===== src/rtl/ebc_pkg.sv =====
package ebc_pkg;
   typedef enum logic [2:0] {
      ST_IDLE  = 3'd0,
      ST_ARB   = 3'd1,
      ST_ADDR  = 3'd2,
      ST_DATA  = 3'd3,
      ST_LHOLD = 3'd4
   } ebc_state_e;

   localparam int unsigned EBC_NUM_STATES = 5;
   localparam int unsigned EBC_STATE_W    = 3;
endpackage


===== src/rtl/ebc_req_capture.sv =====
module ebc_req_capture (
   input  logic clk,
   input  logic rst,
   input  logic req_in,
   input  logic consume,
   output logic req_eff
);
   logic pend_q;

   // A pulse that is not consumed in its own cycle waits for the next slot.
   assign req_eff = pend_q | req_in;

   always_ff @(posedge clk) begin
      if (rst)
         pend_q <= 1'b0;
      else
         pend_q <= req_eff & ~consume;
   end
endmodule


===== src/rtl/ebc_next_state.sv =====
module ebc_next_state
   import ebc_pkg::*;
(
   input  ebc_state_e cur,
   input  logic       req_eff,
   input  logic       grant,
   input  logic       busy_in,
   input  logic       lock,
   input  logic       addr_rdy,
   input  logic       data_rdy,
   output ebc_state_e nxt,
   output logic       consume,
   output logic       complete
);
   logic bus_free;

   assign bus_free = grant & ~busy_in;
   assign complete = (cur == ST_DATA) & data_rdy;

   always_comb begin
      nxt     = cur;
      consume = 1'b0;
      unique case (cur)
         ST_IDLE: begin
            if (req_eff) begin
               nxt     = ST_ARB;
               consume = 1'b1;
            end
         end
         ST_ARB: begin
            if (bus_free || lock) nxt = ST_ADDR;
         end
         ST_ADDR: begin
            if (addr_rdy) nxt = ST_DATA;
         end
         ST_DATA: begin
            if (data_rdy) begin
               consume = req_eff;
               if (lock)
                  nxt = req_eff ? ST_ADDR : ST_LHOLD;
               else
                  nxt = req_eff ? ST_ARB : ST_IDLE;
            end
         end
         ST_LHOLD: begin
            if (!lock) begin
               nxt = ST_IDLE;
            end else if (req_eff) begin
               nxt     = ST_ADDR;
               consume = 1'b1;
            end
         end
         default: nxt = ST_IDLE;
      endcase
   end
endmodule


===== src/rtl/ebc_state_reg.sv =====
module ebc_state_reg
   import ebc_pkg::*;
#(
   parameter int unsigned STATE_ONEHOT = 0
) (
   input  logic       clk,
   input  logic       rst,
   input  ebc_state_e nxt,
   output ebc_state_e cur
);
   localparam int unsigned OH_W = EBC_NUM_STATES;

   generate
      if (STATE_ONEHOT > 1) begin : g_bad_param
         $error("ebc_state_reg: STATE_ONEHOT must be 0 or 1");
      end

      if (STATE_ONEHOT == 1) begin : g_onehot
         logic [OH_W-1:0] oh_q;

         always_ff @(posedge clk) begin
            if (rst)
               oh_q <= OH_W'(1) << ST_IDLE;
            else
               oh_q <= OH_W'(1) << nxt;
         end

         always_comb begin
            cur = ST_IDLE;
            for (int i = 0; i < OH_W; i++)
               if (oh_q[i]) cur = ebc_state_e'(EBC_STATE_W'(i));
         end
      end else begin : g_binary
         ebc_state_e st_q;

         always_ff @(posedge clk) begin
            if (rst)
               st_q <= ST_IDLE;
            else
               st_q <= nxt;
         end

         assign cur = st_q;
      end
   endgenerate
endmodule


===== src/rtl/ebc_out_reg.sv =====
module ebc_out_reg
   import ebc_pkg::*;
(
   input  logic       clk,
   input  logic       rst,
   input  ebc_state_e nxt,
   input  logic       complete,
   output logic       bus_req,
   output logic       addr_stb,
   output logic       data_stb,
   output logic       bus_busy,
   output logic       xfer_done
);
   always_ff @(posedge clk) begin
      if (rst) begin
         bus_req   <= 1'b0;
         addr_stb  <= 1'b0;
         data_stb  <= 1'b0;
         bus_busy  <= 1'b0;
         xfer_done <= 1'b0;
      end else begin
         bus_req   <= (nxt == ST_ARB);
         addr_stb  <= (nxt == ST_ADDR);
         data_stb  <= (nxt == ST_DATA);
         bus_busy  <= (nxt == ST_ADDR) || (nxt == ST_DATA) || (nxt == ST_LHOLD);
         xfer_done <= complete;
      end
   end
endmodule


===== src/rtl/ext_bus_seq.sv =====
module ext_bus_seq
   import ebc_pkg::*;
#(
   parameter int unsigned STATE_ONEHOT = 0
) (
   input  logic clk,
   input  logic rst,
   input  logic xfer_req,
   input  logic bus_grant,
   input  logic bus_busy_in,
   input  logic bus_lock,
   input  logic addr_rdy,
   input  logic data_rdy,
   output logic bus_req,
   output logic addr_stb,
   output logic data_stb,
   output logic bus_busy,
   output logic xfer_done
);
   ebc_state_e cur_st;
   ebc_state_e nxt_st;
   logic       req_eff;
   logic       consume;
   logic       complete;

   ebc_req_capture u_req (
      .clk     (clk),
      .rst     (rst),
      .req_in  (xfer_req),
      .consume (consume),
      .req_eff (req_eff)
   );

   ebc_next_state u_next (
      .cur      (cur_st),
      .req_eff  (req_eff),
      .grant    (bus_grant),
      .busy_in  (bus_busy_in),
      .lock     (bus_lock),
      .addr_rdy (addr_rdy),
      .data_rdy (data_rdy),
      .nxt      (nxt_st),
      .consume  (consume),
      .complete (complete)
   );

   ebc_state_reg #(.STATE_ONEHOT(STATE_ONEHOT)) u_state (
      .clk (clk),
      .rst (rst),
      .nxt (nxt_st),
      .cur (cur_st)
   );

   ebc_out_reg u_out (
      .clk       (clk),
      .rst       (rst),
      .nxt       (nxt_st),
      .complete  (complete),
      .bus_req   (bus_req),
      .addr_stb  (addr_stb),
      .data_stb  (data_stb),
      .bus_busy  (bus_busy),
      .xfer_done (xfer_done)
   );
endmodule


===== config.mk =====
export PLATFORM = sky130hd
export DESIGN_NAME = ext_bus_seq
export DESIGN_NICKNAME = d
export VERILOG_FILES = /design/src/rtl/ebc_pkg.sv /design/src/rtl/ebc_req_capture.sv /design/src/rtl/ebc_next_state.sv /design/src/rtl/ebc_state_reg.sv /design/src/rtl/ebc_out_reg.sv /design/src/rtl/ext_bus_seq.sv
export SDC_FILE = /design/constraint.sdc
export NUM_CORES = 1
export LEC_CHECK = 0
export ABC_AREA = 0
export BUFFER_PORTS_ARGS = -buffer_cell sky130_fd_sc_hd__buf_4
export CAP_MARGIN = 20
export CORE_AREA = 2 2 39 41
export CTS_BUF_LIST = sky130_fd_sc_hd__clkbuf_16
export DETAILED_ROUTE_END_ITERATION = 10
export DIE_AREA = 0 0 41 43
export SYNTH_ARGS = -nofsm -noshare
export SYNTH_HDL_FRONTEND = slang
export SYNTH_HIERARCHICAL = 1
export SYNTH_SLANG_ARGS = --single-unit

===== constraint.sdc =====
create_clock -name clk -period 1.75 [get_ports clk]
set_input_delay 0.35 -clock clk [delete_from_list [all_inputs] [get_ports clk]]
set_output_delay 0.35 -clock clk [all_outputs]
set_load 0.01 [all_outputs]

==> impl_metrics.json <==
{
  "status": "finished clean",
  "antenna_found_initial": 0,
  "r2r_start": "u_req/pend_q$_SDFF_PP0_",
  "cp-end-kind": "flip-flop",
  "critPathLaunch": "u_req/pend_q$_SDFF_PP0_",
  "placed_area_sq_um": 564,
  "nets": 74,
  "drive_gt1_share_pct": 33.8,
  "finalClockSkew_ns": 0.00232,
  "synth_area_sq_um": 422,
  "die_w_microns": 41,
  "path_clk_slew_ns": 0.04,
  "drcViolationCount": 0,
  "ir_drop_mv": 0.573,
  "met1_length_microns": 372,
  "ys_seq_area_share_pct": 42.7,
  "r2r_end": "u_out/bus_busy$_SDFF_PP0_",
  "min_period_ns": 1.62,
  "synthTopCellsByArea": "dfxtp_1 (43%), a21oi_1 (5.9%), nand2b_1 (5.9%), nor2b_1 (5.9%), nor4b_1 (4.2%)",
  "hp-class": "in2reg",
  "yosys_register_bits": 9,
  "start_kind": "flip-flop",
  "cts.sinks": 9,
  "start_util_pct": 30.5,
  "routed_wl_microns": 896,
  "critPathMaxFanout": 6,
  "fin_crit_sh_pct": 92.3,
  "p_leak_nw": 0.281,
  "h-tree-depth": 1,
  "io_buffers": 12,
  "cts-root-buf": "clkbuf_16",
  "clk_latency_ns": 0.23,
  "reg2reg_slack_ns": 0.13,
  "cp_cell_sequence": "or2_1 > nand2_1 > a21oi_1 > or3_1 > or3b_1 > a21oi_1",
  "area_growth_pct": 52.5,
  "cts_made_buffers": 3,
  "firstDrtPassIters": 4,
  "post-cts-setup-buffers": 0,
  "power.density_nw_per_um2": 1240,
  "critPathRequiredTime_ns": 1.91,
  "highest_layer": "met4",
  "cp.arrival_ns": 1.78,
  "met3_length_microns": 79,
  "vias": 411,
  "placed_cells": 77,
  "clk_path_buf_depth": 2,
  "drt_iter0_markers": 2,
  "final_cell_mix": "buf_4 (17), dfxtp_1 (9), a21oi_1 (5)",
  "synth_cells": 45,
  "synth.distinct_cells": 24,
  "r2r_cells": 6,
  "yosys_warnings": 6,
  "final_antenna_net_count": 0,
  "slew_headroom_pct": 60.2,
  "layout_commonest_cell": "buf_4",
  "grt_max_degree": 10,
  "cts_resized": 0,
  "worst_slew_pin_slew_ns": 0.596,
  "via_per_inst": 5.07,
  "cap_violations": 0,
  "cp-endpoint": "u_out/bus_busy$_SDFF_PP0_",
  "die_y_microns": 43,
  "setup_violations": 0,
  "diodes": 0,
  "holdCritStartpoint": "rst",
  "max_freq_mhz": 619,
  "fin_cells": 81,
  "maxSlewViolCount": 0,
  "hpwl_microns": 675,
  "core_sq_um": 1380,
  "slowest_stage": "or3_1",
  "syn_avg_cell_area_sq_um": 9.37,
  "crit_top_cell": "a21oi_1",
  "grt_pass1_wl_microns": 1420,
  "ctsHoldBuffers": 0,
  "synthesis.nets": 53,
  "grtUsageTotal_pct": 11.9,
  "dieArea_sq_um": 1760,
  "place.gp.congestion": 0.722,
  "path_class": "reg2reg",
  "final_area_sq_um": 643,
  "met2_length_microns": 433,
  "rsz0062_at_grt": "false",
  "placement_rows": 14,
  "ios": 13,
  "yosysTopAreaCell": "dfxtp_1",
  "slowest_delay_ns": 0.36,
  "worst_hold_slack_ns": 0.348,
  "wire_per_inst_microns": 11.1,
  "cts_tree": "yes",
  "hold_violations": 0,
  "grt_pass1_vias": 378,
  "gr-total-overflow": 0,
  "p_total_w": 0.000799,
  "yosys.area.top_type_share_pct": 42.7
}
==> cell type report <==
type | instances | area (sq um)
multi-input combinational | 33 | 229
fill | 135 | 741
sequential | 9 | 180
inverter | 2 | 7.51
clock buffer | 3 | 75.1
tap | 16 | 20.0
timing repair buffer | 17 | 128
clock inverter | 1 | 3.75
==> stage by stage <==
| stage | setup WS [ns] | TNS (ns) | utilization [%] |
|---|---|---|---|
| 2_1_floorplan | 0.0655 | 0 | - |
| 3_3_place_gp | -0.0506 | -0.0565 | 40.8 |
| 3_5_place_dp | -0.0709 | -0.0978 | 40.8 |
| 4_1_cts | 0.113 | 0 | 46.5 |
| 5_1_grt | 0.00974 | 0 | 46.5 |
| 6_report | 0.134 | 0 | 46.5 |
==> where the power goes <==
| part | internal [W] | leakage (nW) | switching, W |
|---|---|---|---|
| Sequential | 0.000231 | 0.0738 | 0.0000177 |
| Combinational | 0.0000917 | 0.165 | 0.0000677 |
| Clock | 0.000298 | 0.0423 | 0.0000934 |
==> worst min path at each step <==
stage / end / cells after the start
2_1_floorplan: u_out/bus_busy$_SDFF_PP0_ / 1
3_3_place_gp: u_state/cur[0]$_SDFF_PP0_ / 2
3_5_place_dp: u_out/xfer_done$_SDFF_PP0_ / 2
4_1_cts: u_out/bus_busy$_SDFF_PP0_ / 2
5_1_grt: u_state/cur[0]$_SDFF_PP0_ / 2
6_report: u_out/bus_busy$_SDFF_PP0_ / 2
==> synth_stat cells <==
cell / number
a2111oi_0: 1
buf_2: 1
nand2_1: 2
a311o_1: 1
nand2b_1: 4
inv_1: 2
nor2b_1: 4
mux2i_1: 1
o32ai_1: 1
or2_1: 1
o21bai_1: 1
dfxtp_1: 9
nand4b_1: 1
a21boi_0: 1
and4bb_2: 1
and3_1: 1
nor3_1: 1
nor3b_1: 1
nor4b_1: 2
or3_1: 1
and4b_2: 1
a21oi_1: 5
nor2_1: 1
or3b_1: 1
==> critical path, delay by kind of cell (launching register included) <==
| family | cells | cell delay (ns) |
|---|---|---|
| flops | 1 | 0.28 |
| compound gates | 2 | 0.20 |
| simple gates | 4 | 1.07 |
==> state kept, by name (all words and copies together) (netlist names) <==
| signal | count |
|---|---|
| u_out/data_stb | 1 |
| u_out/bus_req | 1 |
| u_out/bus_busy | 1 |
| u_out/xfer_done | 1 |
| u_state/cur | 3 |
| u_out/addr_stb | 1 |
| u_req/pend_q | 1 |
==> metal layers <==
layer | GRT usage, % | up-vias
met2 | 17.2 | 12
li1 | - | 205
met4 | 6.00 | 0
met5 | 0 | -
met1 | 14.0 | 192
met3 | 5.76 | 2
==> cell families (layout without fill, tap and decap cells) <==
logic type | after synthesis | after routing | synth area share, %
AND/OR/NAND/NOR | 22 | 22 | 35.9
AO/OA/AOI/OAI | 10 | 10 | 16.0
flip-flops | 9 | 9 | 42.7
buffers and inverters | 3 | 23 | 2.97
multiplexers | 1 | 1 | 2.37
Power figures use the tool's default switching activity.
